===== src/rtl/srb_pkg.sv =====
package srb_pkg;
    typedef enum logic [0:0] {
        ST_FILL   = 1'b0,
        ST_PRIMED = 1'b1
    } srb_state_e;
endpackage


===== src/rtl/srb_ring_ptr.sv =====
module srb_ring_ptr #(
    parameter int DEPTH = 16,
    parameter int POS_W = 4
) (
    input  logic             clk,
    input  logic             rst_n,
    input  logic             step,
    output logic [DEPTH-1:0] sel,
    output logic [POS_W-1:0] pos
);
    localparam logic [POS_W-1:0] LAST = POS_W'(DEPTH - 1);

    always_ff @(posedge clk or negedge rst_n) begin
        if (!rst_n) begin
            sel <= DEPTH'(1);
            pos <= '0;
        end else if (step) begin
            sel <= {sel[DEPTH-2:0], sel[DEPTH-1]};
            pos <= (pos == LAST) ? '0 : pos + 1'b1;
        end
    end

    // a single set bit at every moment
    assert_ptr_onehot_R2: assert property (@(posedge clk) disable iff (!rst_n)
        $countones(sel) == 1);
    // ring bit and counter agree
    assert_ptr_aligned_R2: assert property (@(posedge clk) disable iff (!rst_n)
        sel[pos] == 1'b1);
    // a step rotates the ring by one row
    assert_ptr_rotate_R3: assert property (@(posedge clk) disable iff (!rst_n)
        step |=> sel == {$past(sel[DEPTH-2:0]), $past(sel[DEPTH-1])});
    // no step, no movement
    assert_ptr_hold_R7: assert property (@(posedge clk) disable iff (!rst_n)
        !step |=> $stable(sel) && $stable(pos));
endmodule


===== src/rtl/srb_bank.sv =====
module srb_bank #(
    parameter int ROWS   = 8,
    parameter int WORD_W = 64
) (
    input  logic              clk,
    input  logic              rst_n,
    input  logic [ROWS-1:0]   row_sel,
    input  logic              wr_en,
    input  logic [WORD_W-1:0] wr_word,
    output logic [WORD_W-1:0] rd_word
);
    logic [WORD_W-1:0] mem [ROWS];

    always_ff @(posedge clk) begin
        for (int i = 0; i < ROWS; i++) begin
            if (wr_en && row_sel[i]) mem[i] <= wr_word;
        end
    end

    always_comb begin
        rd_word = '0;
        for (int i = 0; i < ROWS; i++) begin
            if (row_sel[i]) rd_word = rd_word | mem[i];
        end
    end

    // at most one row of this bank is ever active
    assert_bank_sel_R2: assert property (@(posedge clk) disable iff (!rst_n)
        $onehot0(row_sel));
endmodule


===== src/rtl/srb_ctrl.sv =====
module srb_ctrl
    import srb_pkg::*;
#(
    parameter int DEPTH = 16,
    parameter int POS_W = 4
) (
    input  logic             clk,
    input  logic             rst_n,
    input  logic             acc_req,
    input  logic             sleep,
    input  logic [POS_W-1:0] pos,
    output logic             go,
    output logic             primed,
    output logic             err
);
    localparam logic [POS_W-1:0] LAST = POS_W'(DEPTH - 1);

    srb_state_e state, state_nx;

    assign go = acc_req && !sleep;

    always_comb begin
        state_nx = state;
        unique case (state)
            ST_FILL:   if (go && pos == LAST) state_nx = ST_PRIMED;
            ST_PRIMED: state_nx = ST_PRIMED;
            default:   state_nx = ST_FILL;
        endcase
    end

    always_ff @(posedge clk or negedge rst_n) begin
        if (!rst_n) begin
            state <= ST_FILL;
            err   <= 1'b0;
        end else begin
            state <= state_nx;
            err   <= acc_req && sleep;
        end
    end

    always_comb begin
        primed = (state == ST_PRIMED);
    end

    // once primed, stays primed
    assert_primed_sticky_R5: assert property (@(posedge clk) disable iff (!rst_n)
        !$fell(primed));
    // refused stroke is flagged next cycle
    assert_err_flag_R6: assert property (@(posedge clk) disable iff (!rst_n)
        (acc_req && sleep) |=> err);
    // no stroke, no flag
    assert_err_quiet_R7: assert property (@(posedge clk) disable iff (!rst_n)
        !acc_req |=> !err);
endmodule


===== src/rtl/seq_ring_buffer.sv =====
module seq_ring_buffer #(
    parameter int DEPTH  = 16,
    parameter int BANKS  = 2,
    parameter int LANES  = 4,
    parameter int DATA_W = 16
) (
    input  logic                      clk,
    input  logic                      rst_n,
    input  logic                      acc_req,
    input  logic                      sleep,
    input  logic [LANES*DATA_W-1:0]   wr_data,
    output logic [LANES*DATA_W-1:0]   rd_data,
    output logic [$clog2(DEPTH)-1:0]  pos,
    output logic                      primed,
    output logic                      err
);
    localparam int POS_W  = $clog2(DEPTH);
    localparam int WORD_W = LANES * DATA_W;
    localparam int ROWS_B = DEPTH / BANKS;

    logic              go;
    logic [DEPTH-1:0]  sel;
    logic [WORD_W-1:0] bank_rd [BANKS];
    logic [WORD_W-1:0] row_old;

    srb_ctrl #(.DEPTH(DEPTH), .POS_W(POS_W)) u_ctrl (
        .clk(clk), .rst_n(rst_n), .acc_req(acc_req), .sleep(sleep),
        .pos(pos), .go(go), .primed(primed), .err(err)
    );

    srb_ring_ptr #(.DEPTH(DEPTH), .POS_W(POS_W)) u_ptr (
        .clk(clk), .rst_n(rst_n), .step(go), .sel(sel), .pos(pos)
    );

    for (genvar b = 0; b < BANKS; b++) begin : g_bank
        srb_bank #(.ROWS(ROWS_B), .WORD_W(WORD_W)) u_bank (
            .clk(clk), .rst_n(rst_n),
            .row_sel(sel[b*ROWS_B +: ROWS_B]),
            .wr_en(go), .wr_word(wr_data), .rd_word(bank_rd[b])
        );
    end

    always_comb begin
        row_old = '0;
        for (int b = 0; b < BANKS; b++) row_old = row_old | bank_rd[b];
    end

    always_ff @(posedge clk or negedge rst_n) begin
        if (!rst_n)  rd_data <= '0;
        else if (go) rd_data <= row_old;
    end

    // refused stroke leaves the visible state alone
    assert_sleep_block_R6: assert property (@(posedge clk) disable iff (!rst_n)
        (acc_req && sleep) |=> $stable(pos) && $stable(rd_data));
    // accepted stroke moves the position
    assert_pos_moves_R3: assert property (@(posedge clk) disable iff (!rst_n)
        go |=> pos != $past(pos));
endmodule


===== config.mk =====
export PLATFORM = sky130hd
export DESIGN_NAME = seq_ring_buffer
export DESIGN_NICKNAME = d
export VERILOG_FILES = /design/src/rtl/srb_pkg.sv /design/src/rtl/srb_ring_ptr.sv /design/src/rtl/srb_bank.sv /design/src/rtl/srb_ctrl.sv /design/src/rtl/seq_ring_buffer.sv
export SDC_FILE = /design/constraint.sdc
export NUM_CORES = 1
export LEC_CHECK = 0
export BUFFER_PORTS_ARGS = -buffer_cell sky130_fd_sc_hd__buf_2
export CAP_MARGIN = 20
export CORE_UTILIZATION = 55
export DETAILED_ROUTE_END_ITERATION = 8
export HOLD_SLACK_MARGIN = 0.03
export PLACE_DENSITY = 0.71
export SYNTH_ARGS = -nofsm -noshare
export SYNTH_HDL_FRONTEND = slang
export SYNTH_HIERARCHICAL = 1
export SYNTH_SLANG_ARGS = --single-unit

===== constraint.sdc =====
create_clock -name clk -period 3.13 [get_ports clk]
set_input_delay 0.939 -clock clk [delete_from_list [all_inputs] [get_ports clk]]
set_output_delay 0.939 -clock clk [all_outputs]
set_load 0.02 [all_outputs]

==> results.txt <==
io pins = 138
Slew @ Worst Pin = 0.967 ns
Ys Warns = 6
register area = 33000 um2
Distinct cells, synth = 22
detailed placement HPWL = 56900 um
clock sink total = 1110
Worst Clk Skew = 0.0247 ns
area of the mapped netlist = 40000 um2
number of port buffers = 137
worst hold slack = 0.303 ns
global-route wire length before repair = 138000 um
vias in the first global route = 20809
RSZ-0062 raised after global routing = false
Sw Pwr = 0.00601 W
row count = 98
final core occ = 62.7%
worst hold path class = input pin to asynchronous set/reset pin
fin crit share = 72.5%
clock group share of total power = 42.8%
CTS Buf Count = 106
largest net degree at the start of global routing = 68
Sequential Power Share = 54.6%
Max Transition Viols Final = 0
critical path's slowest cell = dfrtp_4
Post-Syn Nets = 2188
Die H = 272 um
grt ovf = 0
RR Endpoint = rd_data[43]
vias per cell = 6.47
Max-cap violations = 0
Initial Util = 55.7%
Avg WL per Cell = 28.5 um
clk_lat worst skew = 0.67 ns
fmax = 0.441 GHz
clk buf depth = 3
R2R Setup Slk = 0.86 ns
Root Driver = clkbuf_16
CTS clk-pin slew, worst paths = 0.06 ns
# Post-CTS Setup Buffers = 0
number of fill cells in the layout = 4814
initial detailed-routing violation count = 2737
Worst Setup Path Type = flop to flop
Multi-input gate area = 5880 um2
TritonCTS clock tree = done
layout cells sized above 1 = 16.7%
total number of H-tree levels = 3
pwr dens = 668 nW/um2
Syn Inst Count = 2119
Post-Syn Area per Cell = 18.9 um2
Period minus WS final = 2.27 ns
Die Footprint = 73800 um2
drt pass-1 iters = 6
relative max-transition margin = 35.5%
final hold vios = 0
worst ir drop on vdd = 0.470 mV
final setup violation count = 0
internal power = 0.0241 W
sequential area share after synthesis = 82.3%
Critical Path Max Stage Delay = 0.68 ns
Crit Path Max Fanout = 46
CP Launch Type = flop
area of the core = 71700 um2
Layout area overhead = 12.6%
Design Power = 0.0301 W
post-synthesis register bit count = 1110
sw frac = 20.0%
DRC = 0
hold bufs inserted after CTS = 0
Leakage Power = 14.4 nW
worst-path cell chain = buf_4 > a22oi_1 > nand4_1 > nor2_1 > a21oi_1
outcome = finished clean
final wirelength = 95000 um
Post-CTS Resized = 0
total negative setup slack = 0 ns
via count = 21533
Antenna Violating Nets Remaining = 0
WP data required = 3.64 ns
Cell Count, Final, Fillers Out = 3328
Gate power share = 2.6%
placed insts = 3128
CP endpoint kind = flop
Critical R2R Launch = u_ptr/sel[12]
R2R depth = 5
GPL Wtd Cong = 0.877
Total Nets Final = 2355
CP arrival = 2.78 ns
GRT Util Overall = 25.6%
antenna violations before repair = 6
Die Span X = 272 um
==> power by group through the flow <==
stage | logic, W | registers, W | clock network, W
global route | 0.000847 | 0.0164 | 0.0136
global placement | 0.000755 | 0.0167 | 0
finish | 0.000790 | 0.0164 | 0.0129
CTS | 0.000790 | 0.0164 | 0.0130
floorplan | 0.000154 | 0.0169 | 0
detailed placement | 0.000788 | 0.0167 | 0
==> sequential cells by signal, indices dropped and copies added, names as in the netlist <==
signal             flops
u_ctrl/primed          1
g_bank.u_bank/mem   1024
u_ptr/sel             16
u_ctrl/err             1
rd_data               64
u_ptr/pos              4
==> how the worst max path moves through the flow <==
stage,start,to,slack (ns),cells past startpoint
floorplan,acc_req,g_bank[0].u_bank/mem[0][192],0.38,2
global placement,sleep,rd_data[41],0.73,7
detailed placement,sleep,rd_data[40],0.69,7
CTS,u_ptr/pos[2],pos[2],0.84,1
global route,u_ptr/sel[12],rd_data[47],0.76,5
finish,u_ptr/sel[12],rd_data[43],0.86,5
==> cells by family after synthesis <==
group / share of synthesized area [%]
xor gates and xnor gates: 0.0219
adders and majority gates: 0.0313
AOI/OAI and AO/OA: 10.5
DFF: 82.3
and+or+nand+nor: 3.57
buffers and inverters: 3.09
muxes: 0.479
==> synthesized netlist by cell type <==
cell	count	area [um2]
inv_1	1	3.75
nand2_1	2	7.51
buf_6	94	1060
dfstp_2	1	26.3
nand4_1	129	807
mux2_2	17	191
and2_1	17	106
nand3_1	2	10.0
a21o_1	1	7.51
edfxtp_1	1024	30700
o21ai_1	2	10.0
xnor2_1	1	8.76
ha_1	1	12.5
buf_2	33	165
a21oi_1	65	325
and4_1	1	8.76
o21ai_0	1	5.00
nor2b_2	1	8.76
a22oi_1	512	3840
buf_4	1	7.51
dfrtp_1	85	2130
nor2_1	128	480
==> critical path, delay by kind of cell (launching register included) <==
family / cells / cell delay, ns
AND/OR/NAND/NOR: 2 / 0.51
flip-flops: 1 / 0.68
AO/OA/AOI/OAI: 2 / 0.57
buffers and inverters: 1 / 0.32
==> metrics by stage <==
step / cell area [um2] / worst slack, ns
floorplan: 40000 / 0.383
global placement: 41400 / 0.731
detailed placement: 41400 / 0.693
CTS: 45000 / 0.839
global route: 45000 / 0.757
finish: 45000 / 0.860
==> layer usage <==
metal  vias to the layer above  track usage [%]  share of wire, %
li1                       9121                -                 -
met1                     11085             38.4                41
met5                         -                0             0.048
met3                       122             8.67                13
met2                      1199             36.5                45
met4                         6             5.93               1.6
==> final cells by class <==
| type | instances | share of cell area, % |
|---|---|---|
| clock inverters | 55 | 1.27 |
| inverters | 1 | 0.00834 |
| repair buffers | 187 | 3.09 |
| clock buffers | 142 | 6.66 |
| multi-input cells | 880 | 13.1 |
| flip-flops and latches | 1110 | 73.3 |
| well taps | 950 | 2.64 |
| diodes | 3 | 0.0167 |
==> cells in the final DEF, fill, tap and decap left out, types with 16 or more instances in the layout <==
cell type,instances
clkbuf_16,112
a21oi_1,65
dfrtp_1,70
buf_2,136
edfxtp_1,1024
a22oi_1,512
buf_12,26
nand4_1,129
mux2_2,17
buf_4,25
clkinv_2,20
nor2_1,128
clkbuf_1,22
and2_4,16
No activity file was read; power rests on OpenSTA's default activity.
